===== src/rtl/sram_bist_remap.sv =====
module sram_bist_remap #(
  parameter int DEPTH = 16,
  parameter int WIDTH = 8,
  parameter int SPARES = 4,
  parameter logic [DEPTH-1:0] STUCK1_MAP = '0,
  parameter logic [DEPTH-1:0] STUCK0_MAP = '0,
  localparam int AW = $clog2(DEPTH)
) (
  input  logic                   clk,
  input  logic                   rst_n,
  input  logic                   u_req,
  input  logic                   u_we,
  input  logic [AW-1:0]          u_addr,
  input  logic [WIDTH-1:0]       u_wdata,
  output logic [WIDTH-1:0]       u_rdata,
  output logic                   ready,
  output logic                   done,
  output logic                   pass,
  output logic                   repairable,
  output logic [SPARES*AW-1:0]   sig_addr,
  output logic [SPARES-1:0]      sig_vld
);
  localparam int SW = (SPARES > 1) ? $clog2(SPARES) : 1;
  localparam logic [SW:0]   NSP = SW'(SPARES) | (SW+1)'(SPARES);
  localparam logic [AW-1:0] TOP = AW'(DEPTH - 1);

  logic [WIDTH-1:0] mem     [DEPTH];
  logic [WIDTH-1:0] spare_q [SPARES];
  logic [AW-1:0]    tag_q   [SPARES];
  logic [SPARES-1:0] vld_q;
  logic [SW:0]       cnt_q;
  logic              ovf_q, done_q;
  logic [1:0]        ph_q;
  logic [AW-1:0]     ta_q;

  logic [AW-1:0]     look_addr;
  logic [SPARES-1:0] hit_vec;
  logic [SW-1:0]     hit_idx;
  logic              hit;
  logic [WIDTH-1:0]  cell_rd, expv;
  logic              t_fail, t_new, last;
  logic              u_wr;

  assign look_addr = done_q ? u_addr : ta_q;

  for (genvar k = 0; k < SPARES; k++) begin : g_cmp
    assign hit_vec[k] = vld_q[k] && (tag_q[k] == look_addr);
    assign sig_addr[k*AW +: AW] = tag_q[k];
  end

  always_comb begin
    hit_idx = '0;
    for (int k = 0; k < SPARES; k++)
      if (hit_vec[k]) hit_idx = SW'(k);
  end
  assign hit = |hit_vec;

  always_comb begin
    cell_rd = mem[look_addr];
    if (STUCK1_MAP[look_addr]) cell_rd[0] = 1'b1;
    if (STUCK0_MAP[look_addr]) cell_rd[0] = 1'b0;
  end

  assign expv   = (ph_q == 2'd2) ? '1 : '0;
  assign t_fail = !done_q && (ph_q != 2'd0) && (cell_rd != expv);
  assign t_new  = t_fail && !hit;
  assign last   = (ph_q == 2'd2) ? (ta_q == '0) : (ta_q == TOP);
  assign u_wr   = done_q && u_req && u_we;

  assign u_rdata    = (done_q && hit) ? spare_q[hit_idx] : cell_rd;
  assign ready      = done_q;
  assign done       = done_q;
  assign repairable = !ovf_q;
  assign pass       = done_q && !ovf_q;
  assign sig_vld    = vld_q;

  always_ff @(posedge clk or negedge rst_n) begin
    if (!rst_n) begin
      ph_q   <= 2'd0;
      ta_q   <= '0;
      done_q <= 1'b0;
    end else if (!done_q) begin
      if (last) begin
        ph_q <= ph_q + 2'd1;
        ta_q <= (ph_q == 2'd1) ? TOP : '0;
        if (ph_q == 2'd3) done_q <= 1'b1;
      end else if (ph_q == 2'd2) begin
        ta_q <= ta_q - 1'b1;
      end else begin
        ta_q <= ta_q + 1'b1;
      end
    end
  end

  always_ff @(posedge clk) begin
    if (!done_q && rst_n && ph_q != 2'd3)
      mem[ta_q] <= (ph_q == 2'd1) ? '1 : '0;
    else if (u_wr && !hit)
      mem[u_addr] <= u_wdata;
  end

  always_ff @(posedge clk or negedge rst_n) begin
    if (!rst_n) begin
      vld_q <= '0;
      cnt_q <= '0;
      ovf_q <= 1'b0;
      for (int k = 0; k < SPARES; k++) tag_q[k] <= '0;
    end else if (t_new) begin
      if (cnt_q < NSP) begin
        tag_q[cnt_q[SW-1:0]] <= ta_q;
        vld_q[cnt_q[SW-1:0]] <= 1'b1;
        cnt_q <= cnt_q + 1'b1;
      end else begin
        ovf_q <= 1'b1;
      end
    end
  end

  always_ff @(posedge clk or negedge rst_n) begin
    if (!rst_n) begin
      for (int k = 0; k < SPARES; k++) spare_q[k] <= '0;
    end else if (u_wr && hit) begin
      spare_q[hit_idx] <= u_wdata;
    end
  end

  p_done_sticky_r1: assert property (@(posedge clk) disable iff (!rst_n)
    done_q |=> done_q);
  p_done_after_last_r1: assert property (@(posedge clk) disable iff (!rst_n)
    $rose(done_q) |-> ($past(ph_q) == 2'd3 && $past(ta_q) == TOP));
  p_table_bound_r5: assert property (@(posedge clk) disable iff (!rst_n)
    int'(cnt_q) <= SPARES);
  p_ovf_when_full_r5: assert property (@(posedge clk) disable iff (!rst_n)
    $rose(ovf_q) |-> (cnt_q == NSP));
  p_vld_count_r2: assert property (@(posedge clk) disable iff (!rst_n)
    $countones(vld_q) == int'(cnt_q));
  p_single_entry_r7: assert property (@(posedge clk) disable iff (!rst_n)
    $onehot0(hit_vec));
endmodule


===== config.mk =====
export PLATFORM = sky130hd
export DESIGN_NAME = sram_bist_remap
export DESIGN_NICKNAME = d
export VERILOG_FILES = /design/src/rtl/sram_bist_remap.sv
export SDC_FILE = /design/constraint.sdc
export NUM_CORES = 1
export LEC_CHECK = 0
export CELL_PAD_IN_SITES_DETAIL_PLACEMENT = 1
export CELL_PAD_IN_SITES_GLOBAL_PLACEMENT = 1
export CORE_MARGIN = 3
export CORE_UTILIZATION = 54
export DETAILED_ROUTE_END_ITERATION = 7
export DONT_BUFFER_PORTS = 1
export GPL_TIMING_DRIVEN = 0
export PLACE_DENSITY_LB_ADDON = 0.08
export SYNTH_ARGS = -nofsm -noshare
export SYNTH_HDL_FRONTEND = slang
export SYNTH_SLANG_ARGS = --single-unit

===== constraint.sdc =====
create_clock -name clk -period 3.9 [get_ports clk]
set_input_delay 0.39 -clock clk [delete_from_list [all_inputs] [get_ports clk]]
set_output_delay 0.39 -clock clk [all_outputs]
set_load 0.005 [all_outputs]

### Word level (Yosys, flattened, before mapping)

Memory sizes are Yosys's and may differ from the RTL's.
Cells that the tools add are included.

* mux-type cells: 35
* bitwise gates (word level): 5
* equal/unequal tests: 10
* $lt $le $gt $ge: 8
* add/subtract/negate cells: 4
* reductions and logical operators: 28

Operators with widths (count)
* 2-to-1 mux 8 bit: 7
* bitwise mux 32 bit: 1
* 2-to-1 mux 4 bit: 6
* logical AND 1 bit: 18
* binary-select mux 8 bit (select 2 bit): 1
* bitwise mux 16 bit: 1
* demux 8 bit (select 2 bit): 1
* == test 4 bit: 4
* 2-to-1 mux 1 bit: 14
* demux 4 bit (select 2 bit): 1
* inequality test 8 bit: 1
* OR reduction 8 bit: 1
* greater-or-equal comparator 3 bit, second input constant: 2
* < comparator 3 x 1 -> 1 bit, second input constant: 2
* inverter 2 -> 3 bit: 2
* AND reduction 2 bit: 3
* < comparator 4 x 5 -> 1 bit, second input constant: 1
* adder 4 x 1 -> 4 bit, second input constant: 1
* == test 2 bit, second input constant: 2
* == test 4 bit, second input constant: 1
* zero test 4 bit: 1
* 2-to-1 mux 2 bit: 2
* OR 4 bit: 1
* OR reduction 4 bit: 1
* 12 further kinds: 15

* memories: 2
* memory bits (writable): 128
* output and inout bits: 32
* input bits: 16
* bits in registers: 63
* memory bits (read-only): 16

Memory list
* mem: depth 16, bits a word 8, read ports 1, clocked after Yosys merged registers in 0, wr ports 1, line 27 `logic [WIDTH-1:0] mem [DEPTH];`
* (name not given): depth 16, bits a word 1, read ports 1, clocked after Yosys merged registers in 0, wr ports 0, line 61 `if (STUCK0_MAP[look_addr]) cell_rd[0] = 1'b0;`

### Longest topological paths before layout

Gate-level depths: netlist (run 1).

* depth in word-level cells: 12
* mapped depth: 13
* mapped depth without buffers: 9

### Worst setup path before layout (run 1)

No wires, ideal clock.

* kind: register -> register
* start: register done_q (netlist: done)
* end: memory mem[1][0], enable pin
* arrival time: 3026 ps
* clock period less this slack: 3402 ps
* cell stages (with the launch flop): 12
* path slack: 498 ps
* setup time: 375 ps
* path buffers: 3
* cell sequence: dfrtp_1 > buf_6 > mux2i_2 > xnor2_1 > nor3_1 > nand3_1 > buf_2 > and4_1 > buf_2 > nand4_1 > or3_1 > a21oi_1

* word-level cells in the longest chain between the ends: 11
* elaborated cells between the ends (all ways): 25
* those cells by class: eq/ne: 4; mux: 8; reduce/logical: 13

RTL lines
* from (decl): line 32 `logic ovf_q, done_q;`
* from (signal assigned): line 81 `done_q <= 1'b0;`
* from (signal assigned): line 86 `if (ph_q == 2'd3) done_q <= 1'b1;`
* 2-to-1 mux 4 bit: line 44 `assign look_addr = done_q ? u_addr : ta_q;`
* == test 4 bit: line 47 `assign hit_vec[k] = vld_q[k] && (tag_q[k] == look_addr);`
* logical AND 1 bit: line 47
* OR reduction 4 bit: line 56 `assign hit = |hit_vec;`
* zero test 1 bit: line 98 `else if (u_wr && !hit)`
* logical AND 1 bit: line 98
* 2-to-1 mux 1 bit: line 98
* 2-to-1 mux 1 bit: line 96 `if (!done_q && rst_n && ph_q != 2'd3)`
* 2-to-1 mux 1 bit (implied by the code): line 99 `mem[u_addr] <= u_wdata;`
* OR reduction 8 bit (no source line)
* 2-to-1 mux 4 bit (no source line) or 2-to-1 mux 1 bit (tied branches)
* to (decl): line 27

Parallel ways exist; a longest one is shown, timed or not.

### Worst setup path in the final report (run 1)

* start: register done_q (netlist: done)
* end: register tag_q (netlist bit sig_addr[3])

* word-level cells in the longest chain between the ends: 8
* elaborated cells between the ends (all ways): 21
* those cells by class: eq/ne: 5; mux: 3; reduce/logical: 11; memory: 2

RTL lines
* 2-to-1 mux 4 bit: line 44
* memory (16 x 1 bit)
* 2-to-1 mux 1 bit (implied by the code): line 61
* 2-to-1 mux 1 bit: line 61
* inequality test 8 bit: line 65 `assign t_fail = !done_q && (ph_q != 2'd0) && (cell_rd != expv);`
* logical AND 1 bit: line 65
* logical AND 1 bit (*): line 66 `assign t_new = t_fail && !hit;`
* AND reduction 2 bit (no source line) (*)
* to (signal, indexed assignment): line 110 `tag_q[cnt_q[SW-1:0]] <= ta_q;`
* to (decl): line 29 `logic [AW-1:0] tag_q [SPARES];`

Every way passes the cells marked *; elsewhere a longest branch is shown, timed or not. The select of a mux whose other input is x is not followed.
A chain may end at the register's enable or synchronous reset.

==> reports/qor.yml, run 1 <==
finalWeightedCongestion: 0.8399
synth_cells: 559
coreArea_um2: 15480
highest_layer: "met4"
diodes: 0
path_cells: "buf_6, clkbuf_1, mux2_2, nor2_1, nand2_1, nand4_1, nand4_1, nor3_4, nor3_4, mux2_4"
p_leak_uw: 0.003731
synth-simple-area-share: 0.08106
firstDrtPassIters: 5
met2_length_um: 10100
path_max_fanout: 10
vias_per_cell: 6.137
setup_viol: 0
io_buffer_count: 0
antenna_found_initial: 1
hp-class: "primary input to flop"
clock_latency_ns: 0.44
fin_cells: 810
layout_setup_ws_ns: 0.1824
synth_compound_area_frac: 0.04543
timing.rr.start: "done"
synth.cell_area_um2: 8675
yosys.area.top_type: "edfxtp_1"
clock_skew_ns: 0.01183
wl_per_cell_um: 25.33
crit_path_end_kind: "flop"
maxCapViolCount: 0
yosysUniqueCellTypes: 51
clk_pin_slew_ns: 0.07
synth_top_family_by_area: "multiplexers"
io_pins: 48
dp_worst_setup_slack_ns: -0.5912
clockBufferDepth: 2
dr_wl_met3_um: 1144
die_w_um: 132.7
hold_violations: 0
synth.mux.area_fraction: 0.1872
outcome: "finished clean"
fp.dieH_um: 132.7
initial_utilization: 0.5602
worst-path-buf-inv: 2
ys.flop_type: "edfxtp_1"
vias: 4971
design_area_um2: 9792
whs_path_depth: 1
synthArstFlopShare: 0.3298
peakVddDrop_mv: 0.3030
worst_slew_pin_slew_ns: 0.8382
min_to: "spare_q[5]"
grtUsageTotal: 0.2425
syn_nets: 586
synth-adder-area-share: 0.01673
fp-row-count: 45
nNetsFinal: 613
ant_nets: 0
synth_edf_count: 128
routed_wl_um: 20510
yosysSeqAreaShare: 0.6248
hp-start: "u_wdata[5]"
cts_tree: "done"
max_freq_mhz: 269.0
worst_setup_path_start_kind: "flop"
yosys.area.top_type_share: 0.4431
cpMaxStageDelayCell: "nor3_4"
clock-sinks: 191
synth-seq-cells: 191
yosysWarnings: 0
grt_max_degree: 64
total_power_uw: 3970
dieArea_um2: 17620
place_inst: 770
power_density_nw_per_um2: 405.4
wl_met1_um: 8990
worst_ep_arrival_time_ns: 4.04
drive_gt1_frac: 0.2805
area_growth_pct: 12.88
rrSetupSlack_ns: 0.18
grt_pass1_wl_um: 31970
slowest_delay_ns: 0.61
finalMaxSlewViolations: 0
min_period_ns: 3.718
ff2ff_path_depth: 10
hpwl_um: 14010
grt.overflow.total: 0
drtIter0Drc: 387
grt_pass1_vias: 5362
drc_errors: 0
synthXorXnorAreaFrac: 0.02019
post-route-util: 0.6324
fin_crit_sh: 0.9532
placed_area_um2: 8939
synth_area_leaders: "edfxtp_1, dfrtp_1, mux4_2"
critPathKind: "flop to flop"
crit_family: "simple AND/OR/NAND/NOR gates"
max_slew_margin: 0.4386
numCtsBuffers: 17
avgSynthCellArea_um2: 15.52
worstPathRequired_ns: 4.22
htree_levels: 4
cts_root_buffer: "clkbuf_16"
r2r_end: "sig_addr[3]"
==> power breakdown <==
part / switching (uW) / internal, uW
registers: 0.00409 / 2140
logic: 16.1 / 5.65
clock network: 822 / 986
total: 838 / 3130
==> cells in the final DEF, fill, tap and decap left out, types with 6 or more instances in the layout <==
master	n
edfxtp_1	128
dfrtp_1	63
mux2_2	35
mux4_2	31
nand2_1	28
nor2_1	26
mux2i_1	21
a21oi_1	19
clkbuf_16	17
mux2_4	16
xnor2_1	15
clkbuf_1	12
nor2_4	12
inv_1	11
a21o_1	11
ha_1	10
nand3_1	9
buf_4	9
nor2b_1	8
inv_8	8
a22oi_1	7
buf_6	6
nor3_1	6
o21ai_0	6
nand4_1	6
==> registers in the layout, indices dropped and copies added (netlist names) <==
name / count
cnt_q: 3
done: 1
mem: 128
ovf_q: 1
ph_q: 2
sig_addr: 16
sig_vld: 4
spare_q: 32
ta_q: 4
==> synthesized netlist by cell type, drive strengths merged (2+ instances only) <==
library cell and count:
inv 11, xor2 5, a41o 2, mux4 31, buf 14, nand2b 2
clkbuf 15, a21o 11, nor2 40, or2 5, a22oi 7, a31oi 3
or3 2, a2111oi 2, nand3 9, mux2i 26, nor2b 8, edfxtp 128
ha 10, and4 2, dfrtp 63, and3 2, nand4 6, a21oi 22
o31a 2, mux2 52, nand2 28, nor3 11, xnor2 15, nor3b 2
o21ai 6, nand4b 5, nor4 4
==> layer usage <==
metal / GRT usage / vias up
met2: 0.3900 / 143
met3: 0.05133 / 19
met4: 0.06813 / 0
met1: 0.3396 / 2622
met5: 0 / -
li1: - / 2187
==> repair_timing <==
action,4_1_cts,5_1_grt
setup endpoints to repair,264,264
hold endpoints to repair,63,0
resized for setup,25,18
buffers inserted,1,5
pin swaps,0,1
hold buffers,2,0
==> area by class of cell <==
type                            count  area [um^2]
Inverter                           11        41.29
Sequential cell                   191         5420
Buffer                             29        176.4
Clock inverter                     14        187.7
Timing Repair Buffer                8        82.58
Multi-Input combinational cell    328         3191
Clock buffer                       18        429.2
Fill cell                        1399         5692
Tap cell                          211        264.0
==> how the worst max path moves through the flow <==
stage / slack, ns / endpoint / cells past startpoint / from
after CTS: -0.12 / mem[12][2] / 11 / done
after floorplan: 0.50 / mem[1][0] / 11 / done
after global routing: -0.009 / sig_addr[1] / 10 / done
after global placement: -0.49 / mem[1][1] / 11 / done
final: 0.18 / sig_addr[3] / 10 / done
after detailed placement: -0.59 / mem[2][3] / 12 / done
==> through the flow <==
stage                     TNS [ns]  hold slack (ns)
after global routing      -0.02647          0.08411
final                            0           0.1031
after detailed placement    -61.82          0.09622
after floorplan                  0          0.09441
after global placement      -49.04          0.09576
after CTS                   -6.038          0.09051
==> cells by family (layout without fill, tap and decap cells) <==
kind of cell,after synthesis,in the layout
XOR/XNOR,20,20
AND/OR/NAND/NOR,128,128
flip-flops,191,191
adder cells (fa/ha/maj),11,11
multiplexers,109,109
buffers and inverters,40,80
AO/OA/AOI/OAI,60,60
Note: power is estimated with default switching activity, not from simulation.
==> run 2: changes to the inputs <==
--- a/config.mk
+++ b/config.mk
@@ -8,11 +8,12 @@
 export CELL_PAD_IN_SITES_DETAIL_PLACEMENT = 1
 export CELL_PAD_IN_SITES_GLOBAL_PLACEMENT = 1
 export CORE_MARGIN = 3
-export CORE_UTILIZATION = 54
+export CORE_UTILIZATION = 49
 export DETAILED_ROUTE_END_ITERATION = 7
 export DONT_BUFFER_PORTS = 1
 export GPL_TIMING_DRIVEN = 0
 export PLACE_DENSITY_LB_ADDON = 0.08
+export SETUP_SLACK_MARGIN = 0.05
 export SYNTH_ARGS = -nofsm -noshare
 export SYNTH_HDL_FRONTEND = slang
 export SYNTH_SLANG_ARGS = --single-unit
==> constraint.sdc (replaced) <==
create_clock -name clk -period 3.4 [get_ports clk]
set_input_delay 0.34 -clock clk [delete_from_list [all_inputs] [get_ports clk]]
set_output_delay 0.34 -clock clk [all_outputs]
set_load 0.005 [all_outputs]
==> run 2 against run 1 <==
  * Setup slack lost 0.17 ns
  * Critical path type unchanged
  * Clock skew is essentially flat
  * Clock-buffer cell count grew 1
  * Non-clock buffer count grew 31
==> reports/qor.yml, run 2 (synthesized netlist as in run 1, its figures left out) <==
initial_utilization: 0.5015  # -0.05872
layout_common_cells: "edfxtp_1, dfrtp_1, mux2_2, mux4_2"
fp.dieH_um: 139.1  # +4.8%
grtUsageTotal: 0.2265  # -0.01600
grt-busiest-layer: "met2"
drtIter0Drc: 320  # -17%
fin_crit_sh: 0.9970  # +0.04376
cpMaxStageDelayCell: "mux4_2"
clk_pin_slew_ns: 0.08  # about the same
vias_per_cell: 6.012  # -2.0%
wl_per_cell_um: 25.65  # +1.3%
grt_pass1_vias: 5274  # -1.6%
clockBufferDepth: 2  # unchanged
power_density_nw_per_um2: 421.7  # +4.0%
dieArea_um2: 19340  # +9.7%
grt.overflow.total: 0  # unchanged
nFillCells: 1551  # +11%
ant_nets: 0  # unchanged
htree_levels: 4  # unchanged
largest_reg_flops: 128  # unchanged
whs_path_depth: 1  # unchanged
hp-class: "primary input to flop"
area_growth_pct: 22.18
worstPathRequired_ns: 3.73  # -0.49 ns
grt_pass1_wl_um: 33110  # +3.6%
cts_root_buffer: "clkbuf_16"
ff2ff_path_depth: 12  # +2
crit_path_end_kind: "flop"
vias: 5152  # +3.6%
gr-usage-met3: 0.05000  # -0.001331
seq_area_um2: 5420  # unchanged
worst_setup_path_start_kind: "flop"
worst_ep_arrival_time_ns: 3.72  # -0.32 ns
hpwl_um: 14310  # +2.1%
outcome: "finished clean"
layout_commonest_cell: "edfxtp_1"
grt_max_degree: 64  # unchanged
worst-path-buf-inv: 4  # +2
io_pins: 48  # unchanged
fin_cells: 857  # +5.8%
die_w_um: 139.1  # +4.8%
fp-row-count: 48  # +6.7%
multiInputGateArea_um2: 3451  # +8.2%
routed_wl_um: 21980  # +7.2%
firstDrtPassIters: 5  # unchanged
worst-path-stages: 12  # +2
crit_family: "multiplexers"
grtUsageMet2: 0.3649  # -0.02509
timing.hold.ws_ns: 0.04567  # -0.05739 ns
clock-sinks: 191  # unchanged
placed_area_um2: 8960  # +0.24%
drive_gt1_frac: 0.3968  # +0.1164
max_freq_mhz: 295.0  # +9.7%
design_area_um2: 10600  # +8.2%
finalWeightedCongestion: 0.8501  # +1.2%
clock_skew_ns: 0.01219  # +0.0003586 ns
place_inst: 784  # +1.8%
cts_tree: "done"
rsz0062_at_grt: "yes"
worst_slew_pin_slew_ns: 0.9134  # +0.07525 ns
max_slew_margin: 0.3897  # -0.04888
grt_use_met1: 0.3211  # -0.01848
total_power_uw: 4470  # +13%
coreArea_um2: 17300  # +12%
path_max_fanout: 8  # -2
setup_viol: 0  # unchanged
clock_latency_ns: 0.44  # about the same
critPathKind: "flop to flop"
antenna_found_initial: 1  # unchanged
drc_errors: 0  # unchanged
maxCapViolCount: 0  # unchanged
nNetsFinal: 644  # +5.1%
finalMaxSlewViolations: 0  # unchanged
slowest_delay_ns: 0.52  # -0.09 ns
hold_violations: 0  # unchanged
peakVddDrop_mv: 0.4243  # +40%
min_period_ns: 3.390  # -0.3278 ns
path_cells: "buf_6, mux2i_4, buf_12, clkbuf_16, mux4_2, a22oi_2, nand2_2, nand4_1, nor3_4, buf_12, nor3_4, mux2_4"
numCtsBuffers: 17  # unchanged
largest_register: "mem"
p_leak_uw: 0.003994  # +7.1%
io_buffer_count: 0  # unchanged
run 2: cell count changes in the layout (fill, tap and decap cells not counted), moves of 5 or more:
cell,before,now
buf_12,0,17
buf_4,9,22
a21o_1,11,3
a21o_2,0,8
mux2i_1,21,15
nand2_1,28,22
nand2_2,0,6
buf_6,6,11
run 2: worst paths after layout:
path                            start          end  slack, ns
setup reg to reg                 done  sig_addr[4]       0.01
setup / recovery                 done  sig_addr[4]       0.01
max in group asynchronous       rst_n   spare_q[3]       2.64
hold reg to reg            spare_q[4]   spare_q[4]       0.51
hold / removal             u_wdata[2]  spare_q[26]       0.05
min in group asynchronous       rst_n      ta_q[2]       0.47
run 2: power by group:
part / switching (uW) / internal [uW]
sequential: 0.00484 / 2460
combinational: 20.1 / 6.81
clock: 943 / 1040
total: 963 / 3510
run 2: cell type report:
cell class	instances	share of cell area
flip-flops and latches	191	0.5114
multi-input cells	328	0.3256
repair buffers	40	0.05336
clock buffers	19	0.04085
well taps	225	0.02656
plain buffers	28	0.02396
clock inverters	13	0.01393
inverters	11	0.003896
diodes	2	0.0004722
run 2: routing by layer:
| layer | share of wire | vias to the layer above |
|---|---|---|
| met4 | 0.0069 | 0 |
| met2 | 0.51 | 102 |
| li1 | - | 2258 |
| met1 | 0.44 | 2780 |
| met3 | 0.043 | 12 |
| met5 | 0 | - |
run 2: stage by stage:
stage          utilization  setup slack [ns]  TNS [ns]
2_1_floorplan            -           0.05623         0
3_3_place_gp        0.5180            -1.004   -155.70
3_5_place_dp        0.5180            -1.078   -183.07
4_1_cts             0.5891          -0.03431   -0.1176
5_1_grt             0.6125           -0.1057    -2.023
6_report            0.6128           0.01022         0
run 2: repair_timing:
| action | CTS | global route |
|---|---|---|
| buffers inserted | 18 | 18 |
| gates cloned | 0 | 3 |
| hold endpoints to repair | 63 | 0 |
| pin swaps | 24 | 20 |
| hold buffers | 2 | 0 |
| resized for setup | 90 | 47 |
| setup endpoints to repair | 304 | 272 |
==> run 3: changes to the inputs <==
--- a/config.mk
+++ b/config.mk
@@ -13,7 +13,6 @@
 export DONT_BUFFER_PORTS = 1
 export GPL_TIMING_DRIVEN = 0
 export PLACE_DENSITY_LB_ADDON = 0.08
-export SETUP_SLACK_MARGIN = 0.05
 export SYNTH_ARGS = -nofsm -noshare
 export SYNTH_HDL_FRONTEND = slang
 export SYNTH_SLANG_ARGS = --single-unit
==> run 3 against run 2 <==
  * The run now ends with negative setup slack left
  * Global-route usage grew 0.12 points
  * Final cell count shrank 0.35%
  * Non-clock buffer count shrank 3
==> reports/qor.yml, run 3 (synthesized netlist as in run 1, its figures left out) <==
setup_viol: 8  # +8
die_w_um: 139.1  # unchanged
maxCapViolCount: 0  # unchanged
dp_worst_setup_slack_ns: -1.078  # unchanged
timing.hold.ws_ns: 0.05703  # +0.01136 ns
clock_skew_ns: 0.01414  # +0.001947 ns
fin_cells: 854  # -0.35%
tns_ns: -0.09031  # -0.09031 ns
io_pins: 48  # unchanged
place_inst: 784  # unchanged
grt_pass1_wl_um: 33210  # +0.29%
grtUsageTotal: 0.2277  # +0.001218
io_buffer_count: 0  # unchanged
routed_wl_um: 21830  # -0.70%
min_period_ns: 3.422  # +0.03266 ns
path_max_fanout: 8  # unchanged
htree_levels: 4  # unchanged
worstPathRequired_ns: 3.71  # -0.02 ns
rsz0062_at_grt: "yes"
hpwl_um: 14310  # unchanged
multiInputGateArea_um2: 3435  # -0.47%
finalMaxSlewViolations: 0  # unchanged
p_leak_uw: 0.003986  # -0.21%
clk_pin_slew_ns: 0.08  # about the same
total_power_uw: 4454  # -0.35%
critPathKind: "flop to flop"
hold_violations: 0  # unchanged
seq_area_um2: 5420  # unchanged
peakVddDrop_mv: 0.4314  # +1.7%
coreArea_um2: 17300  # unchanged
grt_pass1_vias: 5296  # +0.42%
layout_setup_ws_ns: -0.02244  # -0.03266 ns
clockBufferDepth: 2  # unchanged
antenna_found_initial: 1  # unchanged
wl_per_cell_um: 25.56  # -0.35%
layout_commonest_cell: "edfxtp_1"
grt.overflow.total: 0  # unchanged
firstDrtPassIters: 4  # -1
finalWeightedCongestion: 0.8501  # unchanged
hp-class: "primary input to flop"
initial_utilization: 0.5015  # unchanged
ant_nets: 0  # unchanged
dieArea_um2: 19340  # unchanged
crit_path_end_kind: "flop"
vias: 5084  # -1.3%
cts_root_buffer: "clkbuf_16"
worst_setup_path_start_kind: "flop"
drtIter0Drc: 296  # -7.5%
clock-sinks: 191  # unchanged
drive_gt1_frac: 0.3892  # -0.007671
cts_tree: "done"
fin_crit_sh: 1.007  # +0.009604
grt_max_degree: 64  # unchanged
largest_reg_flops: 128  # unchanged
fp-row-count: 48  # unchanged
area_growth_pct: 21.48
nFillCells: 1552  # +0.064%
violations: "negative setup slack"
max_freq_mhz: 292.2  # -0.95%
clock_latency_ns: 0.44  # about the same
fp.dieH_um: 139.1  # unchanged
outcome: "complete, but fails checks"
worst_slew_pin_slew_ns: 0.9024  # -0.01107 ns
largest_register: "mem"
numCtsBuffers: 17  # unchanged
max_slew_margin: 0.3971  # +0.007397
layout_common_cells: "edfxtp_1, dfrtp_1, mux2_2, mux4_2, nand2_1"
vias_per_cell: 5.953  # -0.97%
power_density_nw_per_um2: 422.7  # +0.23%
nNetsFinal: 641  # -0.47%
whs_path_depth: 1  # unchanged
worst_ep_arrival_time_ns: 3.74  # +0.02 ns
drc_errors: 0  # unchanged
ff2ff_path_depth: 12  # unchanged
==> run 3: changes by cell type in the layout (fill, tap and decap cells not counted), sizes merged <==
cell	delta
clkbuf	-1
buf	-2
==> run 3: path summary, 6_finish.rpt <==
check | start | end | slack (ns)
hold / removal | u_wdata[2] | spare_q[26] | 0.06
hold reg to reg | spare_q[7] | spare_q[7] | 0.51
setup reg to reg | done | sig_addr[4] | -0.02
min in group asynchronous | rst_n | ta_q[2] | 0.48
max in group asynchronous | rst_n | spare_q[3] | 2.63
setup / recovery | done | sig_addr[4] | -0.02
==> run 3: final cells by class <==
type                    count  area share
diodes                      2   0.0004749
plain buffers              28     0.02446
clock buffers              19     0.04108
clock inverters            13     0.01401
inverters                  11    0.003918
multi-input cells         328      0.3259
flip-flops and latches    191      0.5144
well taps                 225     0.02672
repair buffers             37     0.04904
==> run 3: worst max-delay path, cell delays in order, from the launching register on <==
cell and delay [ns]:
dfrtp_1 0.42, buf_6 0.20, mux2i_4 0.28, buf_12 0.19
buf_4 0.13, mux4_2 0.57, mux2i_4 0.23, mux2i_2 0.16
nand4_1 0.19, nor3_4 0.07, buf_12 0.14, nor3_4 0.37
mux2_4 0.34
==> run 3: power breakdown <==
group	switching, uW	internal [uW]
logic	20.1	6.81
registers	0.00494	2460
clock network	926	1040
total	946	3510
==> run 3: stage by stage <==
| step | cell area [um^2] | utilization |
|---|---|---|
| 2_1_floorplan | 8678 | - |
| 3_3_place_gp | 8960 | 0.5180 |
| 3_5_place_dp | 8960 | 0.5180 |
| 4_1_cts | 10220 | 0.5911 |
| 5_1_grt | 10530 | 0.6089 |
| 6_report | 10540 | 0.6092 |
==> run 3: timing repair <==
| action | CTS | global route |
|---|---|---|
| gates resized for setup | 92 | 44 |
| hold endpoints to repair | 63 | 0 |
| pin swaps | 22 | 12 |
| hold buffers | 2 | 0 |
| buffers inserted | 20 | 14 |
| gates cloned | 0 | 2 |
| setup endpoints to repair | 296 | 208 |
==> run 3: routing by layer <==
layer	track usage	wire length [um]
met5	0	0
met4	0.04531	191
met3	0.05276	1003
met2	0.3684	10950
met1	0.3216	9687
